==> config.mk <==
export PLATFORM = sky130hd
export DESIGN_NAME = tout_ctrl
export DESIGN_NICKNAME = d
export VERILOG_FILES = /design/src/rtl/tout_pkg.sv /design/src/rtl/tout_regs.sv /design/src/rtl/tout_route.sv /design/src/rtl/tout_chan.sv /design/src/rtl/tout_ctrl.sv
export SDC_FILE = /design/constraint.sdc
export NUM_CORES = 1
export LEC_CHECK = 0
export BUFFER_PORTS_ARGS = -buffer_cell sky130_fd_sc_hd__buf_2
export CAP_MARGIN = 30
export CORE_UTILIZATION = 48
export CTS_BUF_LIST = sky130_fd_sc_hd__clkbuf_8
export CTS_CLUSTER_DIAMETER = 80
export DETAILED_ROUTE_END_ITERATION = 7
export GPL_ROUTABILITY_DRIVEN = 0
export GPL_TIMING_DRIVEN = 0
export PLACE_DENSITY_LB_ADDON = 0.08
export SLEW_MARGIN = 20
export SYNTH_ARGS = -nofsm -noshare
export SYNTH_HDL_FRONTEND = slang
export SYNTH_SLANG_ARGS = --single-unit
==> constraint.sdc <==
create_clock -name clk_i -period 2 [get_ports clk_i]
set_input_delay 0.2 -clock clk_i [delete_from_list [all_inputs] [get_ports clk_i]]
set_output_delay 0.2 -clock clk_i [all_outputs]
set_load 0.005 [all_outputs]
==> src/rtl/tout_pkg.sv <==
package tout_pkg;
  localparam int unsigned NCH    = 4;
  localparam int unsigned DATA_W = 16;
  localparam int unsigned ADDR_W = 1;
  localparam int unsigned LANE_W = 8;

  typedef enum logic [ADDR_W-1:0] {
    REG_ENABLE = 1'b0,
    REG_MODE   = 1'b1
  } reg_sel_e;

  // channel 0 cannot follow, so its mode bit is fixed at 0
  localparam logic [NCH-1:0] MODE_WMASK = {{(NCH-1){1'b1}}, 1'b0};
endpackage

==> src/rtl/tout_regs.sv <==
module tout_regs
  import tout_pkg::*;
(
  input  logic              clk_i,
  input  logic              rst_ni,
  input  logic              we_i,
  input  logic              byte_i,
  input  logic [ADDR_W-1:0] addr_i,
  input  logic [NCH-1:0]    wdata_i,
  output logic [DATA_W-1:0] rdata_o,
  output logic [NCH-1:0]    en_o,
  output logic [NCH-1:0]    mode_o
);
  localparam logic [DATA_W-1:0] LOW_LANE = DATA_W'((1 << LANE_W) - 1);

  logic [NCH-1:0] lane;
  logic [NCH-1:0] en_q, mode_q;
  logic [NCH-1:0] en_nx, mode_nx;

  assign lane    = byte_i ? LOW_LANE[NCH-1:0] : '1;
  assign en_nx   = (en_q & ~lane) | (wdata_i & lane);
  assign mode_nx = ((mode_q & ~lane) | (wdata_i & lane)) & MODE_WMASK;

  always_ff @(posedge clk_i or negedge rst_ni) begin
    if (!rst_ni) begin
      en_q   <= '0;
      mode_q <= '0;
    end else if (we_i) begin
      if (addr_i == REG_ENABLE) en_q   <= en_nx;
      if (addr_i == REG_MODE)   mode_q <= mode_nx;
    end
  end

  always_comb begin
    rdata_o = '0;
    if (addr_i == REG_ENABLE) rdata_o[NCH-1:0] = en_q;
    else                      rdata_o[NCH-1:0] = mode_q;
  end

  assign en_o   = en_q;
  assign mode_o = mode_q;
endmodule

==> src/rtl/tout_route.sv <==
module tout_route
  import tout_pkg::*;
(
  input  logic [NCH-1:0] irq_i,
  input  logic           msel3_i,
  output logic [NCH-1:0] lead_o
);
  always_comb begin
    lead_o    = '0;
    lead_o[1] = irq_i[0];
    lead_o[2] = irq_i[0];
    lead_o[3] = msel3_i ? irq_i[2] : irq_i[0];
  end
endmodule

==> src/rtl/tout_chan.sv <==
module tout_chan (
  input  logic clk_i,
  input  logic rst_ni,
  input  logic en_i,
  input  logic mode_i,
  input  logic own_i,
  input  logic lead_i,
  output logic out_o,
  output logic act_o
);
  logic out_q, act_q, evt;

  assign evt = en_i & (own_i | (act_q & lead_i));

  always_ff @(posedge clk_i or negedge rst_ni) begin
    if (!rst_ni) begin
      out_q <= 1'b0;
      act_q <= 1'b0;
    end else if (evt) begin
      act_q <= mode_i;
      if (act_q) out_q <= ~own_i;  // reset beats set
      else       out_q <= ~out_q;
    end
  end

  assign out_o = out_q;
  assign act_o = act_q;
endmodule

==> src/rtl/tout_ctrl.sv <==
module tout_ctrl
  import tout_pkg::*;
(
  input  logic              clk_i,
  input  logic              rst_ni,
  input  logic              we_i,
  input  logic              byte_i,
  input  logic [ADDR_W-1:0] addr_i,
  input  logic [DATA_W-1:0] wdata_i,
  output logic [DATA_W-1:0] rdata_o,
  input  logic [NCH-1:0]    irq_i,
  input  logic              msel3_i,
  output logic [NCH-1:0]    tout_o
);
  logic [NCH-1:0] en_w, mode_w, lead_w, act_w;
  logic unused_wdata;

  assign unused_wdata = ^wdata_i[DATA_W-1:NCH];

  tout_regs u_regs (
    .clk_i(clk_i), .rst_ni(rst_ni), .we_i(we_i), .byte_i(byte_i),
    .addr_i(addr_i), .wdata_i(wdata_i[NCH-1:0]), .rdata_o(rdata_o),
    .en_o(en_w), .mode_o(mode_w)
  );

  tout_route u_route (.irq_i(irq_i), .msel3_i(msel3_i), .lead_o(lead_w));

  for (genvar k = 0; k < NCH; k++) begin : g_ch
    tout_chan u_chan (
      .clk_i(clk_i), .rst_ni(rst_ni), .en_i(en_w[k]), .mode_i(mode_w[k]),
      .own_i(irq_i[k]), .lead_i(lead_w[k]), .out_o(tout_o[k]), .act_o(act_w[k])
    );
  end
endmodule

==> impl_metrics.json, run 1 <==
{
  "avgSynthCellArea_um2": 11.68,
  "hp-class": "in2reg",
  "period_share_pct": 64.89,
  "dp_slack_ns": 0.8817,
  "num_io_pins": 46,
  "drive_above_1_share_pct": 49.53,
  "coreArea_mm2": 0.001559,
  "cts_tree": "built",
  "remaining_drc_errors": 6,
  "path_clk_slew_ns": 0.06,
  "grt_pass1_wl_um": 2270,
  "antenna_found_initial": 0,
  "power.density_mw_per_mm2": 950.5,
  "initial_core_util_pct": 53.21,
  "end_kind": "output pin",
  "p_leak_nw": 0.5612,
  "clock-sinks": 14,
  "rsz0062_at_grt": "no",
  "hold_viol": 0,
  "clockBufferDepth": 2,
  "num_rows": 14,
  "synthDistinctLibCells": 26,
  "first_pass_iters": 6,
  "wirelength_um": 1421,
  "final_cells": 123,
  "grt-ovfl-total": 0,
  "crit_fanout": 7,
  "setup_viol": 0,
  "nNetsFinal": 134,
  "failed_checks": "design-rule violations",
  "grt_pass1_vias": 534,
  "cts_buffers": 3,
  "final_cell_mix": "buf_2, buf_4, dfrtp_1",
  "ant_nets": 0,
  "place_inst": 118,
  "whs_ns": 0.1843,
  "wl_per_cell_um": 11.55,
  "syn_to_final_growth_pct": 27.30,
  "initialDrtViolationCount": 10,
  "yosysSeqAreaShare_pct": 42.23,
  "vias_per_cell": 4.764,
  "post-route-util_pct": 67.74,
  "vias": 586,
  "maxCapViolations": 0,
  "final_area_mm2": 0.001056,
  "fp.dieH_um": 43.57,
  "fp.dieW_um": 43.57,
  "clock_latency_ns": 0.24,
  "fin_crit_ns": 1.298,
  "irDropWorstVdd_v": 0.0004518,
  "cts_setup_buffers": 0,
  "cp.arrival_ns": 1.10,
  "synth_cells": 71,
  "syn_area_um2": 829.5,
  "drv_slew": 0,
  "skew_ns": 0.002000,
  "outcome": "finished, violations left",
  "postPlaceCellArea_um2": 991.0,
  "critPathLaunchType": "flip-flop",
  "root_buffer": "clkbuf_8",
  "worstSetupPathType": "reg2out",
  "fin_ws_ns": 0.7023,
  "grtUsageTotal_pct": 16.64,
  "htreeDepth": 1,
  "worstPathRequired_ns": 1.80,
  "die_area_mm2": 0.001898,
  "ys_ff_latch": 14,
  "layout_commonest_cell": "buf_2",
  "port_buffers": 20,
  "insertedDiodeCount": 0,
  "p_total_mw": 1.004,
  "grt_max_degree": 15,
  "tns_ns": 0,
  "synth_warnings": 0,
  "fmax_mhz": 770.6
}
per-layer routing:
metal  vias to the layer above  track usage (%)  routed length [um]
met1                       266            19.62                 651
met3                         2            3.750                  78
met2                        21            27.76                 677
met4                         0            9.375                  14
li1                        297                -                   -
met5                         -                0                   0
path summary, 6_finish.rpt:
path	from	endpoint	slack (ns)	cells past startpoint
max	u_regs.en_o[1]	rdata_o[1]	0.70	2
min	wdata_i[3]	u_regs.mode_o[3]	0.18	2
max reg2reg	u_regs.en_o[1]	g_ch[1].u_chan.out_o	0.87	2
min reg2reg	g_ch[0].u_chan.out_o	g_ch[0].u_chan.out_o	0.48	1
max in group asynchronous	rst_ni	g_ch[3].u_chan.act_o	1.37	2
min in group asynchronous	rst_ni	g_ch[1].u_chan.out_o	0.39	2
final cells by class:
type                    count  area, um2
multi-input cells          50      392.9
repair buffers             21      110.1
inverters                   2      7.507
flip-flops and latches     14      350.3
clock buffers               4      55.05
well taps                  16      20.02
plain buffers              16      120.1
fillers                   125      503.0
cell usage after synthesis, drive strengths merged:
cell,count,area [um2]
nand2,2,15.01
mux2,11,138.9
a21boi,2,15.01
and3b,2,17.52
dfrtp,14,350.3
o211ai,1,7.510
or2,2,12.51
and2b,1,8.760
a21oi,3,15.01
a211oi,1,7.510
and4b,1,10.01
nand2b,1,6.260
nor2b,2,20.02
nor4bb,2,20.02
inv,2,7.510
or3,1,6.260
nand4bb,1,11.26
xnor2,1,8.760
conb,1,3.750
buf,16,120.1
a211o,1,8.760
a31oi,3,18.77
repair_timing:
| action | 4_1_cts | 5_1_grt |
|---|---|---|
| hold buffers | 1 | 0 |
| endpoints found under the setup margin | 0 | 0 |
| hold endpoints to repair | 14 | 0 |
| resized for setup | 0 | 0 |
sequential cells by signal (all words and copies together), names as in the netlist:
name,count
g_ch.u_chan.out_o,4
u_regs.en_o,4
g_ch.u_chan.act_o,3
u_regs.mode_o,3
power by group:
part / internal, mW / leakage, nW / switching, mW
Sequential: 0.362 / 0.165 / 0.0696
Clock: 0.174 / 0.0288 / 0.0989
Combinational: 0.200 / 0.367 / 0.0991
Total: 0.736 / 0.561 / 0.268
worst max-delay path, cell delays in order (launching register included):
cell and delay (ns):
dfrtp_1 0.44, mux2_2 0.29, buf_2 0.13
kinds of logic (layout without fill, tap and decap cells):
| group | Yosys count | after routing | share of synthesized area [%] |
|---|---|---|---|
| multiplexers | 11 | 11 | 16.74 |
| other | 1 | 12 | 0.4521 |
| AND/OR/NAND/NOR | 15 | 15 | 15.39 |
| XOR/XNOR | 1 | 1 | 1.056 |
| flip-flops | 14 | 14 | 42.23 |
| buffers and inverters | 18 | 43 | 15.39 |
| AO/OA/AOI/OAI | 11 | 11 | 8.748 |
No activity file was read; power rests on OpenSTA's default activity.
==> run 2, diff against run 1 <==
Settings changed: CORE_UTILIZATION 48 to 41.
Clock period 2 ns to 1.1 ns, I/O delays scaled along.
==> run 2 against run 1 <==
Against the previous run: first-iteration DRC count decreased by 60%; design area increased by 7.5%; clock-buffer cell count unchanged; worst hold slack got worse by 0.089 ns; clock power increased by 81%; wire length increased by 5.5%; largest power group unchanged; sequential power increased by 79%; combinational power increased by 110%; the flow finishes with violations (negative setup slack); register-to-register slack got worse by 0.84 ns; global-route usage decreased by 0.091 points; critical path type unchanged; worst setup slack got worse by 0.78 ns; die area increased by 16%.
==> impl_metrics.json, run 2 (synthesized netlist as in run 1, its figures left out) <==
{
  "grt_pass1_wl_um": 2415,
  "grt.busiest_layer": "met2",
  "use_met2_pct": 26.94,
  "regArea_um2": 354.1,
  "wirelength_um": 1499,
  "power.density_mw_per_mm2": 1668,
  "first_pass_iters": 2,
  "failed_checks": "negative setup slack",
  "irDropWorstVdd_v": 0.0008495,
  "cp.arrival_ns": 1.06,
  "fp.dieW_um": 46.98,
  "grt_pass1_vias": 544,
  "cts_tree": "built",
  "clock-sinks": 14,
  "reg2reg_depth": 3,
  "max_stage_delay_ns": 0.43,
  "timing.rr.end": "g_ch[3].u_chan.out_o",
  "reg2reg_setup_slack_ns": 0.03,
  "hp-class": "in2reg",
  "worstSetupPathType": "reg2out",
  "place_inst": 127,
  "fin_crit_ns": 1.174,
  "grt_use_met3_pct": 5.769,
  "layout_commonest_cell": "buf_4",
  "vias": 586,
  "initial_core_util_pct": 46.04,
  "r2r-start": "u_regs.en_o[3]",
  "crit_end": "rdata_o[1]",
  "root_buffer": "clkbuf_8",
  "port_buffers": 20,
  "p_leak_nw": 0.5976,
  "hold_viol": 0,
  "end_kind": "output pin",
  "clock_latency_ns": 0.24,
  "num_rows": 15,
  "tns_ns": -0.1904,
  "nNetsFinal": 138,
  "ant_nets": 0,
  "cp_cell_sequence": "mux2_4 > buf_6",
  "grtUsageTotal_pct": 16.55,
  "drv_slew": 0,
  "maxCapViolations": 0,
  "cts_buffers": 3,
  "hpwl_um": 1045,
  "fin_ws_ns": -0.07430,
  "multi_input_area_um2": 404.1,
  "crit_fanout": 6,
  "rsz0062_at_grt": "yes",
  "htreeDepth": 1,
  "coreArea_mm2": 0.001802,
  "path_clk_slew_ns": 0.06,
  "die_area_mm2": 0.002207,
  "clockBufferDepth": 2,
  "antenna_found_initial": 0,
  "remaining_drc_errors": 0,
  "fillers": 153,
  "outcome": "finished, violations left",
  "final_cells": 136,
  "setup_viol": 3,
  "num_io_pins": 46,
  "initialDrtViolationCount": 4,
  "syn_to_final_growth_pct": 36.80,
  "cp-startpoint": "u_regs.en_o[1]",
  "vias_per_cell": 4.309,
  "fmax_mhz": 851.6,
  "insertedDiodeCount": 0,
  "fp.dieH_um": 46.98,
  "grt_max_degree": 15,
  "period_share_pct": 106.8,
  "skew_ns": 0.0005901,
  "drive_above_1_share_pct": 54.05,
  "wl_per_cell_um": 11.02,
  "critPathLaunchType": "flip-flop",
  "grt-ovfl-total": 0,
  "cp_slowest_cell": "dfrtp_2",
  "worstPathRequired_ns": 0.99,
  "final_cell_mix": "buf_4, buf_2, conb_1",
  "met1_usage_pct": 19.95
}
run 2: cell types whose count changed in the layout (fill, tap and decap cells not counted):
cell	change
buf_2	-3
buf_4	+3
buf_6	+4
dfrtp_1	-3
dfrtp_2	+3
mux2_2	-3
mux2_4	+3
run 2: what timing repair did:
action | CTS | global route
hold buffers | 1 | 0
buffers inserted | 4 | 0
hold endpoints to repair | 14 | 0
setup endpoints to repair | 4 | 5
resized for setup | 3 | 7
pin swaps | 2 | 2
run 2: area by class of cell:
type                    count  area share [%]
clock buffers               4           4.851
multi-input cells          50           35.61
plain buffers              16           10.58
well taps                  25           2.756
repair buffers             25           14.33
flip-flops and latches     14           31.20
inverters                   2          0.6615
run 2: per-layer routing:
layer	up-vias	part of all wire (%)
li1	302	-
met1	257	46
met2	25	44
met3	2	8.1
met4	0	1.2
met5	-	0
run 2: worst max-delay path, delay by kind of cell (launching register included):
kind	cells	cell delay, ns
buffers and inverters	1	0.11
muxes	1	0.28
DFF	1	0.43
run 2: how the worst min path moves through the flow:
stage / start / end / cells after the start
6_report: wdata_i[3] / u_regs.mode_o[3] / 2
5_1_grt: wdata_i[0] / u_regs.en_o[0] / 2
4_1_cts: wdata_i[3] / u_regs.mode_o[3] / 2
3_5_place_dp: rst_ni / g_ch[2].u_chan.out_o / 1
3_3_place_gp: rst_ni / g_ch[2].u_chan.out_o / 1
2_1_floorplan: rst_ni / g_ch[0].u_chan.out_o / 0
run 2: report_power, final:
group	switching, mW	leakage, nW	internal, mW
Combinational	0.201	0.407	0.426
Clock	0.177	0.0288	0.317
Sequential	0.112	0.162	0.662
run 2: per-stage QoR:
step | power [mW] | area [um2] | utilization, % | hold slack, ns | setup slack [ns]
2_1_floorplan | 1.147 | 870.8 | - | -0.1856 | 0.02887
3_3_place_gp | 1.314 | 1002 | 55.63 | 0.02526 | -0.009498
3_5_place_dp | 1.327 | 1002 | 55.63 | 0.02451 | -0.02196
4_1_cts | 1.877 | 1104 | 61.25 | 0.09135 | -0.07698
5_1_grt | 2.036 | 1135 | 62.99 | 0.08865 | -0.1178
6_report | 1.893 | 1135 | 62.99 | 0.09530 | -0.07430
